==> config.mk <==
export PLATFORM = sky130hd
export DESIGN_NAME = hs_deact_seq
export DESIGN_NICKNAME = d
export VERILOG_FILES = /design/src/rtl/hs_pkg.sv /design/src/rtl/hs_rst_sync.sv /design/src/rtl/hs_sync.sv /design/src/rtl/hs_cdown.sv /design/src/rtl/hs_deact_seq.sv
export SDC_FILE = /design/constraint.sdc
export NUM_CORES = 1
export LEC_CHECK = 0
export BUFFER_PORTS_ARGS = -buffer_cell sky130_fd_sc_hd__buf_2
export CAP_MARGIN = 10
export CORE_MARGIN = 2
export CORE_UTILIZATION = 46
export CTS_CLUSTER_DIAMETER = 120
export DETAILED_ROUTE_END_ITERATION = 10
export PLACE_DENSITY = 0.73
export SLEW_MARGIN = 40
export SYNTH_ARGS = -nofsm -noshare
export SYNTH_HDL_FRONTEND = slang
export SYNTH_HIERARCHICAL = 1
export SYNTH_SLANG_ARGS = --single-unit
==> constraint.sdc <==
create_clock -name clk -period 2.2 [get_ports clk]
set_clock_uncertainty 0.1 [all_clocks]
set_input_delay 0.33 -clock clk [delete_from_list [all_inputs] [get_ports clk]]
set_output_delay 0.33 -clock clk [all_outputs]
set_load 0.02 [all_outputs]
==> src/rtl/hs_pkg.sv <==
package hs_pkg;

  typedef enum logic [2:0] {
    ST_ACTIVE    = 3'd0,
    ST_REQ       = 3'd1,
    ST_SHUT_WAIT = 3'd2,
    ST_PWR_OFF   = 3'd3,
    ST_INACTIVE  = 3'd4
  } hs_state_e;

  // External code of each internal state
  function automatic logic [2:0] mcode(hs_state_e s);
    case (s)
      ST_ACTIVE:    return 3'd4;
      ST_REQ:       return 3'd5;
      ST_SHUT_WAIT: return 3'd6;
      ST_PWR_OFF:   return 3'd6;
      ST_INACTIVE:  return 3'd1;
      default:      return 3'd4;
    endcase
  endfunction

endpackage

==> src/rtl/hs_rst_sync.sv <==
module hs_rst_sync (
  input  logic clk,
  input  logic rst_n,
  output logic rst_int_n
);
  logic [1:0] stg_q;

  always_ff @(posedge clk or negedge rst_n) begin
    if (!rst_n) stg_q <= 2'b00;
    else        stg_q <= {stg_q[0], 1'b1};
  end

  assign rst_int_n = stg_q[1];
endmodule

==> src/rtl/hs_sync.sv <==
module hs_sync #(
  parameter int              WIDTH   = 1,
  parameter logic [WIDTH-1:0] RST_VAL = '0
) (
  input  logic             clk,
  input  logic             rst_n,
  input  logic [WIDTH-1:0] d,
  output logic [WIDTH-1:0] q
);
  for (genvar i = 0; i < WIDTH; i++) begin : g_bit
    logic meta_q;
    logic stab_q;
    always_ff @(posedge clk or negedge rst_n) begin
      if (!rst_n) begin
        meta_q <= RST_VAL[i];
        stab_q <= RST_VAL[i];
      end else begin
        meta_q <= d[i];
        stab_q <= meta_q;
      end
    end
    assign q[i] = stab_q;
  end
endmodule

==> src/rtl/hs_cdown.sv <==
module hs_cdown #(
  parameter longint unsigned CYCLES = 4
) (
  input  logic clk,
  input  logic rst_n,
  input  logic start,
  output logic busy
);
  localparam int          W    = (CYCLES > 64'd1) ? $clog2(CYCLES) : 1;
  localparam logic [W-1:0] LOAD = W'(CYCLES - 64'd1);
  localparam logic [W-1:0] ONE  = W'(1);

  logic [W-1:0] cnt_q;
  logic         busy_q;
  logic         dec_en;
  logic         stop_en;

  always_comb begin
    dec_en  = busy_q && !start && (cnt_q != '0);
    stop_en = busy_q && !start && (cnt_q == '0);
  end

  always_ff @(posedge clk or negedge rst_n) begin
    if (!rst_n) begin
      cnt_q  <= '0;
      busy_q <= 1'b0;
    end else begin
      if (start)       cnt_q <= LOAD;
      else if (dec_en) cnt_q <= cnt_q - ONE;
      if (start)        busy_q <= 1'b1;
      else if (stop_en) busy_q <= 1'b0;
    end
  end

  assign busy = busy_q;
endmodule

==> src/rtl/hs_deact_seq.sv <==
module hs_deact_seq
  import hs_pkg::*;
#(
  parameter int unsigned CLK_HZ     = 50_000_000,
  parameter int unsigned PULSE_MS   = 20,
  parameter int unsigned TIMEOUT_MS = 180_000
) (
  input  logic       clk,
  input  logic       rst_n,
  input  logic       latch_btn_n,
  input  logic       shm_grant,
  input  logic       shm_deny,
  input  logic       acpi_os_present,
  input  logic       sleep_s3_n,
  input  logic       sleep_s5_n,
  input  logic       sw_deact,
  output logic       deact_req,
  output logic       pwr_btn_n,
  output logic       payload_en,
  output logic       locked,
  output logic [2:0] mstate
);
  localparam longint unsigned PULSE_CYC = (longint'(CLK_HZ) * longint'(PULSE_MS)) / 64'd1000;
  localparam longint unsigned TMO_CYC   = (longint'(CLK_HZ) * longint'(TIMEOUT_MS)) / 64'd1000;
  // The timer's busy drop is seen one edge late, so load one cycle less.
  localparam longint unsigned TMO_LOAD  = TMO_CYC - 64'd1;

  logic       rst_int_n;
  logic [2:0] sync_q;
  logic       latch_s, s3_s, s5_s;
  logic       latch_prev_q;
  logic       latch_fall;
  hs_state_e  st_q, st_d, m6_entry;
  logic       start_wait, off_en;
  logic       pulse_busy, tmo_busy;
  logic       req_q, payload_q, locked_q;

  hs_rst_sync u_rst (
    .clk       (clk),
    .rst_n     (rst_n),
    .rst_int_n (rst_int_n)
  );

  hs_sync #(.WIDTH(3), .RST_VAL(3'b111)) u_sync (
    .clk   (clk),
    .rst_n (rst_int_n),
    .d     ({latch_btn_n, sleep_s3_n, sleep_s5_n}),
    .q     (sync_q)
  );

  assign latch_s = sync_q[2];
  assign s3_s    = sync_q[1];
  assign s5_s    = sync_q[0];

  always_ff @(posedge clk or negedge rst_int_n) begin
    if (!rst_int_n) latch_prev_q <= 1'b1;
    else            latch_prev_q <= latch_s;
  end

  assign latch_fall = latch_prev_q && !latch_s;

  // Next state
  always_comb begin
    m6_entry = acpi_os_present ? ST_SHUT_WAIT : ST_PWR_OFF;
    st_d     = st_q;
    case (st_q)
      ST_ACTIVE: begin
        if (sw_deact)        st_d = m6_entry;
        else if (latch_fall) st_d = ST_REQ;
      end
      ST_REQ: begin
        if (sw_deact)       st_d = m6_entry;
        else if (shm_deny)  st_d = ST_ACTIVE;
        else if (shm_grant) st_d = m6_entry;
      end
      ST_SHUT_WAIT: begin
        if ((!s3_s && !s5_s) || !tmo_busy) st_d = ST_PWR_OFF;
      end
      ST_PWR_OFF:  st_d = ST_INACTIVE;
      ST_INACTIVE: st_d = ST_INACTIVE;
      default:     st_d = ST_ACTIVE;
    endcase
  end

  always_comb begin
    start_wait = (st_d == ST_SHUT_WAIT) && (st_q != ST_SHUT_WAIT);
    off_en     = (st_d == ST_PWR_OFF)   && (st_q != ST_PWR_OFF);
  end

  // State and output registers
  always_ff @(posedge clk or negedge rst_int_n) begin
    if (!rst_int_n) begin
      st_q      <= ST_ACTIVE;
      req_q     <= 1'b0;
      payload_q <= 1'b1;
      locked_q  <= 1'b0;
    end else begin
      st_q  <= st_d;
      req_q <= (st_d == ST_REQ);
      if (off_en) begin
        payload_q <= 1'b0;
        locked_q  <= 1'b1;
      end
    end
  end

  hs_cdown #(.CYCLES(PULSE_CYC)) u_pulse (
    .clk   (clk),
    .rst_n (rst_int_n),
    .start (start_wait),
    .busy  (pulse_busy)
  );

  hs_cdown #(.CYCLES(TMO_LOAD)) u_tmo (
    .clk   (clk),
    .rst_n (rst_int_n),
    .start (start_wait),
    .busy  (tmo_busy)
  );

  assign deact_req  = req_q;
  assign pwr_btn_n  = !pulse_busy;
  assign payload_en = payload_q;
  assign locked     = locked_q;
  assign mstate     = mcode(st_q);
endmodule

==> summary.md <==
| Metric | Value |
|---|---|
| Commonest non-fill, non-tap cells in the layout | `buf_4, dfrtp_1, nor2_1, buf_6` |
| Placed Instance Area | `4740 sq um` |
| Share of cells above drive strength 1 | `between 50% and 60%` |
| Largest fanout on the critical path | `7` |
| Placed cell count | `just under 600` |
| Final net count | `540` |
| Seq cells post-synth | `71` |
| Area Growth Syn to Fin | `53.4%` |
| Fin. max-slew vios | `0` |
| Core Box Area | `8180 sq um` |
| Worst Path Required | `2410 ps` |
| Chip Height | `95.6 um` |
| Storage element area | `1790 sq um` |
| Worst slack, placed | `-387 ps` |
| Worst reg2reg startpoint | `u_tmo/cnt_q[0]$_DFFE_PN0P_` |
| Clock tree buffer depth | `2` |
| Reg2Reg Capture Point | `u_tmo/cnt_q[3]$_DFFE_PN0P_` |
| Die width | `95.6 um` |
| XOR/XNOR Fraction of Synth Area | `0.681%` |
| Avg Inst Size Synth | `10.1 sq um` |
| Gr usage total | `23.1%` |
| Multiplexer area fraction after synthesis | `between 4 and 5%` |
| Status | `finished, violations left` |
| IO Pins | `16` |
| CP most frequent cell | `buf_4` |
| Number of antenna violations at the first check in global routing | `0` |
| Final Setup Violations | `54` |
| Clock sink count | `between 70 and 80` |
| First-pass GRT wire length | `approximately 17000 um` |
| Period utilization | `119%` |
| RSZ-0062 raised after global routing | `true` |
| Vias in the first global route | `3592` |
| Failing checks | `negative setup slack` |
| Fin. Hold Viols | `0` |
| Fin crit period | `2610 ps` |
| Post-layout instance area | `roughly 5900 sq um` |
| Post-Synthesis Cells | `381` |
| Largest area contributor in the netlist | `dfrtp_1` |
| Largest net degree at the start of global routing | `70` |
| DRC Markers | `0` |
| Critical-path cell list | `inv_2 > ha_2 > nor4b_4 > buf_4 > buf_4 > nand4_1 > o31ai_4 > buf_6 > o21ai_0 > or3b_1` |
| Hold crit path type | `reg2async` |
| Fmax | `383 MHz` |
| Sequential area share after synthesis | `a little under half` |
| I/O Buffers | `15` |
| Adder and majority gate portion of the synthesized area | `0.972%` |
| CTS tree | `done` |
| Met2 WL | `about 7000 um` |
| RePlAce Congestion | `0.856` |
| Worst slew margin | `63.9%` |
| Crit-path slowest cell | `dfrtp_1` |
| Compound-Gate Fraction of Synth Area | `14.1%` |
| Critical path class | `reg2reg` |
| H-tree levels | `3` |
| Netlist cell types | `61` |
| Met3 WL post-DR | `about 950 um` |
| CP endpoint kind | `register` |
| # Max-Cap Violations | `0` |
| Gr ovfl total | `0` |
| Starting DRT DRC Count | `465` |
| Max incr delay on CP | `about 420 ps` |
| # diodes | `0` |
| Fill count | `500` |
| Routed vias | `4117` |
| DP HPWL | `6650 um` |
| DRT Pass-1 Iters | `5` |
| Worst vdd ir | `598 uV` |
| Leakage | `0.00242 uW` |
| Max layer used | `met4` |
| PD cells | `896 nW/um^2` |
| Mapped Nets | `393` |
| Clk Latency, worst-skew pair | `370 ps` |
| FFs w/ async S/R, synth | `100%` |
| Synth Area in Simple Gates | `28.0%` |
| Area of the multi-input gates | `2480 sq um` |
| Synthesized area | `between 3000 and 4000 sq um` |
| Synth warnings | `6` |
| Root buffer cell | `clkbuf_8` |
| Post-Layout Cell Count | `638` |
| Reg2reg setup slack | `-410 ps` |
| Main combinational cell family by area after synthesis | `simple AND/OR/NAND/NOR gates` |
| Synth top area cells | `dfrtp_1, dfstp_2, mux2i_1` |
| Share of the synthesized area in the top cell type | `40.8%` |
| Worst-path clk slew | `approximately 100 ps` |
| Final ANT Viol Nets | `0` |
| Crit path launch type | `register` |
| Wl on met1 | `5130 um` |
| Reg2Reg Depth | `10` |
| Vias per cell | `6.45` |
| Commonest non-fill, non-tap cell in the layout | `buf_4` |
| Main synth FF type | `dfrtp_1` |
| WL per Instance | `between 20 and 25 um` |
| Starting Density | `approximately 47%` |
| Core Rows | `33` |
| Final setup margin | `-409 ps` |
| Die Area | `between 9000 and 10000 sq um` |
| Post-synth EDFFs | `0` |
| Tightest Pin Transition | `between 500 and 600 ps` |
| Routed WL | `13900 um` |
| Num CTS Buffers | `9` |
| CP arrival | `2820 ps` |
## metal layers
metal	track usage [%]	up-vias
met5	0	-
met4	9.17	0
met3	4.51	88
met2	38.6	230
met1	29.4	2052
li1	-	1747
## report_power, final
part	internal, uW	leakage (uW)	switching, uW	total (uW)
sequential	1440	0.000800	147	1590
clock	536	0.000105	585	1120
combinational	1210	0.00152	1390	2590
## layout make-up
cell class	count	share of cell area [%]
clock inverters	7	1.27
well taps	105	2.22
clock buffers	9	2.09
repair inverters	1	0.127
inverters	11	0.761
repair buffers	154	21.5
flip-flops and latches	71	30.2
multi-input cells	280	41.8
## timing repair
action                                  CTS  global route
gates cloned                              1             2
resized for setup                        55            83
pin swaps                                16            27
setup buffers                             6            27
hold endpoints to repair                  5             0
endpoints found under the setup margin   51            53
hold buffers                              4             0
## synth_stat cells, drive strengths merged, types with 2 or more instances
| library cell | n |
|---|---|
| xnor2 | 2 |
| nand4 | 5 |
| and3 | 2 |
| a21oi | 12 |
| nor3 | 13 |
| mux2 | 2 |
| mux2i | 16 |
| o31a | 2 |
| o311ai | 4 |
| nand2 | 18 |
| or4b | 2 |
| o211ai | 9 |
| o41ai | 10 |
| a211oi | 2 |
| or2 | 9 |
| or4 | 17 |
| o31ai | 12 |
| nand3b | 2 |
| o21ai | 14 |
| a31oi | 4 |
| clkbuf | 4 |
| buf | 12 |
| inv | 11 |
| ha | 3 |
| nor4b | 5 |
| or3 | 20 |
| nor3b | 2 |
| and4 | 3 |
| nand2b | 2 |
| and2 | 2 |
| nor2b | 14 |
| nand4b | 2 |
| nor2 | 31 |
| dlygate4sd1 | 3 |
| nor4 | 16 |
| dfrtp | 63 |
| nand3 | 12 |
| dfstp | 8 |
## worst max-delay path: cells and delay by family (launching register included)
kind,cells,cell delay [ps]
AO/OA/AOI/OAI,2,590
flip-flops,1,420
adder cells (fa/ha/maj),1,190
AND/OR/NAND/NOR,3,670
buffers and inverters,4,550
## state kept, by name (all words and copies together) (netlist names)
name and cells:
st_q 3, u_sync/g_bit.meta_q 3, latch_prev_q 1, u_tmo/busy 1, locked 1, u_pulse/cnt_q 20
u_sync/g_bit.stab_q 3, u_pulse/busy 1, u_rst/stg_q 2, deact_req 1, u_tmo/cnt_q 34, payload_en 1
## worst max-delay path by stage
stage,from,end,slack [ps],depth (start not counted)
floorplan,u_tmo/cnt_q[18]$_DFFE_PN0P_,u_tmo/cnt_q[29]$_DFFE_PN0P_,-250,7
global placement,shm_grant,u_tmo/cnt_q[20]$_DFFE_PN0P_,-270,11
detailed placement,sw_deact,u_pulse/cnt_q[15]$_DFFE_PN0P_,-390,10
CTS,st_q[1]$_DFF_PN0_,u_pulse/cnt_q[15]$_DFFE_PN0P_,-230,9
global route,st_q[0]$_DFF_PN0_,u_pulse/cnt_q[8]$_DFFE_PN0P_,-480,12
finish,u_tmo/cnt_q[0]$_DFFE_PN0P_,u_tmo/cnt_q[3]$_DFFE_PN0P_,-410,10
## metrics by stage
| step | power [uW] | hold WS, ps | TNS, ps | util [%] |
|---|---|---|---|---|
| floorplan | 2550 | -65.6 | -1420 | - |
| global placement | 3130 | 16.2 | -4760 | 58.0 |
| detailed placement | 3200 | 17.2 | -7480 | 58.0 |
| CTS | 4430 | 175 | -4090 | 64.6 |
| global route | 5530 | 184 | -14340 | 72.4 |
| finish | 5300 | 146 | -10970 | 72.4 |
## cells by family after synthesis
group / after synthesis
mux: 18
simple gates: 181
fa+ha+maj: 3
flops: 71
buf+inv: 30
xor+xnor: 3
other cells: 1
compound gates: 74
Note: power is estimated with default switching activity, not from simulation.
